$ cat src/rtl/fibdec_pkg.sv
package fibdec_pkg;

    // f(0)=0, f(1)=f(2)=1, f(k)=f(k-1)+f(k-2)
    function automatic int unsigned fib_num(input int unsigned k);
        int unsigned a;
        int unsigned b;
        int unsigned t;
        a = 0;
        b = 1;
        for (int unsigned i = 0; i < k; i++) begin
            t = a + b;
            a = b;
            b = t;
        end
        return a;
    endfunction

    // Bits needed to hold the largest weighted sum, f(m+2)-1
    function automatic int unsigned sum_width(input int unsigned m);
        return $clog2(fib_num(m + 2));
    endfunction

endpackage

$ cat src/rtl/fibdec_term_gen.sv
module fibdec_term_gen #(
    parameter int M = 7,
    parameter int W = 6
) (
    input  logic [M-1:0]        word,
    output logic [M-1:0][W-1:0] terms
);
    import fibdec_pkg::*;

    for (genvar k = 0; k < M; k++) begin : g_term
        localparam logic [W-1:0] WT = W'(fib_num(k + 1));
        assign terms[k] = word[k] ? WT : '0;
    end

endmodule

$ cat src/rtl/fibdec_sum_tree.sv
module fibdec_sum_tree #(
    parameter int N_IN = 7,
    parameter int W    = 6
) (
    input  logic [N_IN-1:0][W-1:0] terms,
    output logic [W-1:0]           total
);
    localparam int LVL = $clog2(N_IN);
    localparam int P   = 1 << LVL;

    logic [W-1:0] node [1:2*P-1];

    for (genvar i = 0; i < P; i++) begin : g_leaf
        if (i < N_IN) begin : g_real
            assign node[P+i] = terms[i];
        end else begin : g_pad
            assign node[P+i] = '0;
        end
    end

    for (genvar j = 1; j < P; j++) begin : g_add
        assign node[j] = node[2*j] + node[2*j+1];
    end

    assign total = node[1];

endmodule

$ cat src/rtl/fibdec_out_stage.sv
module fibdec_out_stage #(
    parameter int N       = 5,
    parameter int W       = 6,
    parameter bit OUT_REG = 1'b1
) (
    input  logic         clk,
    input  logic         rst,
    input  logic         in_valid,
    input  logic [W-1:0] in_sum,
    output logic         out_valid,
    output logic [N-1:0] out_value,
    output logic         out_err
);
    typedef struct packed {
        logic         err;
        logic [N-1:0] value;
    } result_t;

    result_t res_c;

    always_comb begin
        res_c.err   = (in_sum >> N) != '0;
        res_c.value = N'(in_sum);
    end

    if (OUT_REG) begin : g_reg
        result_t res_q;
        logic    vld_q;

        always_ff @(posedge clk) begin
            if (rst) vld_q <= 1'b0;
            else     vld_q <= in_valid;
        end

        always_ff @(posedge clk) begin
            if (in_valid) res_q <= res_c;
        end

        assign out_valid = vld_q;
        assign out_value = res_q.value;
        assign out_err   = res_q.err;
    end else begin : g_comb
        assign out_valid = in_valid & ~rst;
        assign out_value = res_c.value;
        assign out_err   = res_c.err;
    end

endmodule

$ cat src/rtl/fib_cw_decoder.sv
module fib_cw_decoder #(
    parameter int M       = 7,
    parameter int N       = 5,
    parameter bit OUT_REG = 1'b1
) (
    input  logic         clk,
    input  logic         rst,
    input  logic         cw_valid,
    input  logic [M-1:0] cw_word,
    output logic         dec_valid,
    output logic [N-1:0] dec_value,
    output logic         dec_range_err
);
    import fibdec_pkg::*;

    localparam int SW = sum_width(M);

    logic [M-1:0][SW-1:0] terms;
    logic [SW-1:0]        total;

    fibdec_term_gen #(.M(M), .W(SW)) u_terms (
        .word  (cw_word),
        .terms (terms)
    );

    fibdec_sum_tree #(.N_IN(M), .W(SW)) u_tree (
        .terms (terms),
        .total (total)
    );

    fibdec_out_stage #(.N(N), .W(SW), .OUT_REG(OUT_REG)) u_out (
        .clk       (clk),
        .rst       (rst),
        .in_valid  (cw_valid),
        .in_sum    (total),
        .out_valid (dec_valid),
        .out_value (dec_value),
        .out_err   (dec_range_err)
    );

endmodule

$ cat config.mk
export PLATFORM = sky130hd
export DESIGN_NAME = fib_cw_decoder
export DESIGN_NICKNAME = d
export VERILOG_FILES = /design/src/rtl/fibdec_pkg.sv /design/src/rtl/fibdec_term_gen.sv /design/src/rtl/fibdec_sum_tree.sv /design/src/rtl/fibdec_out_stage.sv /design/src/rtl/fib_cw_decoder.sv
export SDC_FILE = /design/constraint.sdc
export NUM_CORES = 1
export LEC_CHECK = 0
export ABC_AREA = 1
export ABC_CLOCK_PERIOD_IN_PS = 4700
export BUFFER_PORTS_ARGS = -buffer_cell sky130_fd_sc_hd__buf_2
export CELL_PAD_IN_SITES_DETAIL_PLACEMENT = 0
export CELL_PAD_IN_SITES_GLOBAL_PLACEMENT = 2
export CORE_MARGIN = 10
export CORE_UTILIZATION = 29
export DETAILED_ROUTE_END_ITERATION = 8
export PLACE_DENSITY_LB_ADDON = 0.25
export SLEW_MARGIN = 20
export SYNTH_ARGS = -nofsm -noshare
export SYNTH_HDL_FRONTEND = slang
export SYNTH_SLANG_ARGS = --single-unit
$ cat constraint.sdc
create_clock -name clk -period 4.7 [get_ports clk]
set_input_delay 0.94 -clock clk [delete_from_list [all_inputs] [get_ports clk]]
set_output_delay 0.94 -clock clk [all_outputs]
set_load 0.05 [all_outputs]
==> reports/metrics.yaml, run 1 <==
outcome:
  status: "complete, no violations"
grt:
  grt_pass1_vias: 395
  grt_pass1_wl_um: 1570
  grt_usage_pct: 5.76
  antenna_found_initial: 0
  grt_max_degree: 8
  overflow: 0
detailed_routing:
  totalWireLength_um: 916
  ant_nets: 0
  vias_per_cell: 4.43
  drt-initial-drc-count: 8
  drc: 0
  routedWlPerCell_um: 11.0
  drt_first_pass_iters: 2
  vias: 368
yosys:
  synth_cell_types: 10
  yosysWarnings: 0
  synth_top_area_share_pct: 38.5
  synth.area.top_cells: "edfxtp_1, ha_1, fa_1"
  syn_area_um2: 468
  yosys.area.top_type: "edfxtp_1"
  synth-seq-cells: 7
  synth_top_family_by_area: "adder cells"
  syn_inst: 47
  synth_mux_area_share_pct: 0
  ys_seq_area_share_pct: 42.8
  synthSimpleGateAreaFrac_pct: 18.7
  synth_compound_gate_area_share_pct: 2.14
  synth_nets: 66
  synth_xor_area_share_pct: 1.87
  synthAdderAreaFrac_pct: 28.9
  avgSynthCellArea_um2: 9.96
sta:
  worst_slew_pin_slew_ns: 0.255
  finalHoldViolCount: 0
  setup_viol: 0
  setup_tns_ns: 0
  period_minus_slack_ns: 2.67
  fin_crit_sh_pct: 56.7
  max_freq_mhz: 375
  slew_headroom_pct: 83.1
  slew_viol_final: 0
  rsz0062_at_grt: "false"
layout:
  finalInstanceArea_um2: 594
  seq_area_um2: 200
  layout_common_cells: "buf_2, nand2_1, inv_1, nand3_1"
  nets: 87
  fillCellCount: 168
  mostFrequentLayoutCell: "buf_2"
  syn2layout_area_growth_pct: 27.0
  multiInputGateArea_um2: 241
  layout-drive-gt1-share_pct: 28.4
  antenna_cells: 0
worst_setup_path:
  worst_setup_path_start_kind: "primary input"
  cp_slowest_cell: "fa_1"
  path_max_fanout: 3
  worst_path_largest_cell_delay_ns: 0.48
  worstPathRequired_ns: 4.70
  arrival_ns: 2.66
  worstSetupEndpointType: "register"
  cp_cell_sequence: "buf_2 > fa_1 > fa_1 > fa_1 > nand2_1 > nand2_1 > nand3_1 > nand2_1"
  crit_type: "primary input to register"
clock_network:
  root_buffer: "clkbuf_4"
  cts_resized: 0
  cts_buffer_depth: 2
  cts_tree: "yes"
  path_clk_slew_ns: 0.05
  cts_setup_buffers: 0
  clock_sinks: 7
  h-tree-depth: 1
  numCtsBuffers: 3
  hold_buffers: 0
pwr:
  power_switching_mw: 0.0831
  seq_power_share_pct: 37.1
  total_power_mw: 0.221
  peakVddDrop_v: 0.000115
  p_leak_nw: 0.305
  pwr_density_cell_mw_per_mm2: 372
  p_int_mw: 0.138
  switching_share_pct: 37.6
  p_clk_share_pct: 23.5
  combPwrFrac_pct: 39.4
placed_design:
  dpl.hpwl_um: 839
  io_buffer_count: 16
  place_area_um2: 568
  place_congestion: 0.707
worst_hold_path:
  hold_end: "u_out.out_valid"
  min-delay-start: "rst"
  holdPathStages: 2
  hold_path_class: "primary input to register"
job:
  cap_viol_max_count: 0
floorplan:
  fp-row-count: 14
  die_area_mm2: 0.00362
  die_h_um: 60.2
  fp.coreArea_mm2: 0.00152
  die_width_um: 60.2
  start_util_pct: 30.7
  ios: 17
power by group through the flow:
| stage | combinational (mW) | sequential, mW | clock [mW] |
|---|---|---|---|
| 2_1_floorplan | 0.0314 | 0.118 | 0 |
| 3_3_place_gp | 0.0886 | 0.0830 | 0 |
| 3_5_place_dp | 0.0887 | 0.0833 | 0 |
| 4_1_cts | 0.0887 | 0.0821 | 0.0547 |
| 5_1_grt | 0.0968 | 0.0829 | 0.0591 |
| 6_report | 0.0869 | 0.0820 | 0.0520 |
kinds of logic after synthesis:
| logic type | Yosys count |
|---|---|
| flip-flops | 7 |
| adder cells (fa/ha/maj) | 9 |
| XOR/XNOR | 1 |
| buffers and inverters | 7 |
| AND/OR/NAND/NOR | 21 |
| AO/OA/AOI/OAI | 2 |
cell type report:
cell class	instances	share of cell area (%)
clock buffer	4	4.42
multi-input combinational	33	40.6
timing repair buffer	16	13.5
inverter	7	4.42
sequential	7	33.7
tap	16	3.37
Yosys cell counts, drive strengths merged:
cell type  instances
edfxtp             6
ha                 6
nand3              7
a21oi              2
dfxtp              1
nand2             11
xor2               1
fa                 3
inv                7
nor2               3
state kept, by name (all words and copies together), names as in the netlist:
signal	flops
u_out.out_valid	1
u_out.out_err	1
u_out.out_value	5
stage by stage:
step                      instances  hold slack [ns]  setup slack (ns)  utilization (%)
after floorplan                  47             1.01              1.97                -
after global placement           79             1.10              1.77             37.3
after detailed placement         79             1.10              1.76             37.3
after CTS                        83            0.838              2.02             39.0
after global routing             83            0.848              1.94             39.0
final                            83            0.844              2.03             39.0
worst max-delay path by stage:
stage                              end  slack, ns  startpoint  cells past startpoint
finish              u_out.out_value[4]       2.03  cw_word[0]                      8
global route        u_out.out_value[4]       1.94  cw_word[0]                      8
CTS                 u_out.out_value[4]       2.02  cw_word[0]                      8
detailed placement  u_out.out_value[4]       1.76  cw_word[0]                      8
global placement    u_out.out_value[4]       1.77  cw_word[0]                      8
floorplan           u_out.out_value[4]       1.97  cw_word[0]                      7
layer usage:
layer  up-vias  GRT usage, %  share of wire [%]
li1        197             -                  -
met1       161          4.92                 36
met2        10          10.1                 50
met3         0          2.33                 14
met4         0          4.81                  0
met5         -             0                  0
critical path: cells and delay by family:
kind / cells / cell delay [ns]
AND/OR/NAND/NOR: 4 / 0.25
buffers and inverters: 1 / 0.11
adder cells (fa/ha/maj): 3 / 1.36
Note: power is estimated with default switching activity, not from simulation.
==> inputs of run 2 (changes only) <==
Settings changed: ABC_CLOCK_PERIOD_IN_PS 4700 to 2340, CORE_UTILIZATION 29 to 24.
Clock period 4.7 ns to 2.34 ns, I/O delays scaled along.
==> reports/metrics.yaml, run 2 (synthesis gave the netlist of run 1 again) <==
worst_hold_path:
  min-delay-start: "rst"
  hold_path_class: "primary input to register"
floorplan:
  fp-row-count: 15
  die_h_um: 64.2
  fp.coreArea_mm2: 0.00178
  start_util_pct: 26.2
  die_width_um: 64.2
  die_area_mm2: 0.00412
  ios: 17
job:
  cap_viol_max_count: 0
clock_network:
  numCtsBuffers: 3
  clock_sinks: 7
  cts_setup_buffers: 0
  hold_buffers: 0
  root_buffer: "clkbuf_4"
  cts_buffer_depth: 2
  path_clk_slew_ns: 0.05
  cts_tree: "yes"
  cts_resized: 0
  h-tree-depth: 1
layout:
  mostFrequentLayoutCell: "buf_2"
  seq_area_um2: 200
  layout-drive-gt1-share_pct: 30.4
  layout_common_cells: "buf_2, nand2_1, inv_1, nand3_1"
  nets: 89
  antenna_cells: 0
  multiInputGateArea_um2: 241
  largest_reg_flops: 5
  layout.cells.non_filler: 94
  syn2layout_area_growth_pct: 32.6
  fillCellCount: 190
worst_setup_path:
  path_max_fanout: 3
  cp_cell_sequence: "buf_2 > fa_1 > fa_1 > fa_1 > nand2_1 > nand2_1 > nand3_1 > nand2_1"
  crit_type: "primary input to register"
  startpoint: "cw_word[0]"
  cp_slowest_cell: "fa_1"
  worst_setup_path_start_kind: "primary input"
  arrival_ns: 2.16
  worstSetupEndpointType: "register"
  worstPathRequired_ns: 2.34
  worst_path_largest_cell_delay_ns: 0.48
sta:
  setup_tns_ns: 0
  setup_viol: 0
  period_minus_slack_ns: 2.16
  max_freq_mhz: 463
  worst_slew_pin_slew_ns: 0.253
  fin_crit_sh_pct: 92.2
  slew_headroom_pct: 83.2
  rsz0062_at_grt: "false"
  slew_viol_final: 0
  finalHoldViolCount: 0
grt:
  antenna_found_initial: 0
  grt_max_degree: 8
  grt_usage_pct: 5.43
  grt_pass1_wl_um: 1790
  overflow: 0
  grt_pass1_vias: 421
placed_design:
  io_buffer_count: 16
  dpl.hpwl_um: 877
  place_inst: 90
  place_congestion: 0.680
detailed_routing:
  drc: 0
  drt_first_pass_iters: 2
  totalWireLength_um: 961
  ant_nets: 0
  drt-initial-drc-count: 3
  vias: 371
  vias_per_cell: 3.95
  routedWlPerCell_um: 10.2
pwr:
  pwr_density_cell_mw_per_mm2: 719
  total_power_mw: 0.446
  p_leak_nw: 0.315
  peakVddDrop_v: 0.000253
outcome:
  status: "complete, no violations"
run 2: cell types whose count changed in the layout (fill, tap and decap cells not counted):
cell / delta
buf_4: +2
run 2: stage by stage:
stage	setup WS (ns)	hold WS (ns)	utilization, %	area, um2
floorplan	0.0866	0.539	-	468
global placement	-0.0720	0.626	33.3	594
detailed placement	-0.0864	0.631	33.3	594
CTS	0.175	0.367	34.8	621
global route	0.136	0.364	34.8	621
finish	0.182	0.375	34.8	621
run 2: layer usage:
| layer | vias up | global-route usage [%] | share of wire (%) |
|---|---|---|---|
| li1 | 200 | - | - |
| met1 | 159 | 5.08 | 42 |
| met2 | 12 | 8.96 | 47 |
| met3 | 0 | 2.79 | 11 |
| met4 | 0 | 4.01 | 0 |
| met5 | - | 0 | 0 |
run 2: report_power, final:
group,internal (mW),switching (mW)
combinational,0.0534,0.125
clock,0.0647,0.0382
sequential,0.162,0.00355
run 2: layout make-up:
type / count / share of cell area, %
Clock buffer: 4 / 4.23
Inverter: 7 / 4.23
Multi-Input combinational cell: 33 / 38.9
Sequential cell: 7 / 32.3
Tap cell: 25 / 5.04
Timing Repair Buffer: 18 / 15.3
run 2: critical path: cells and delay by family:
family,cells,cell delay (ns)
fa+ha+maj,3,1.33
buf+inv,1,0.11
simple gates,4,0.24
run 2: final timing paths:
check,depth (start not counted),to
setup / recovery,8,u_out.out_value[4]
hold / removal,2,u_out.out_valid
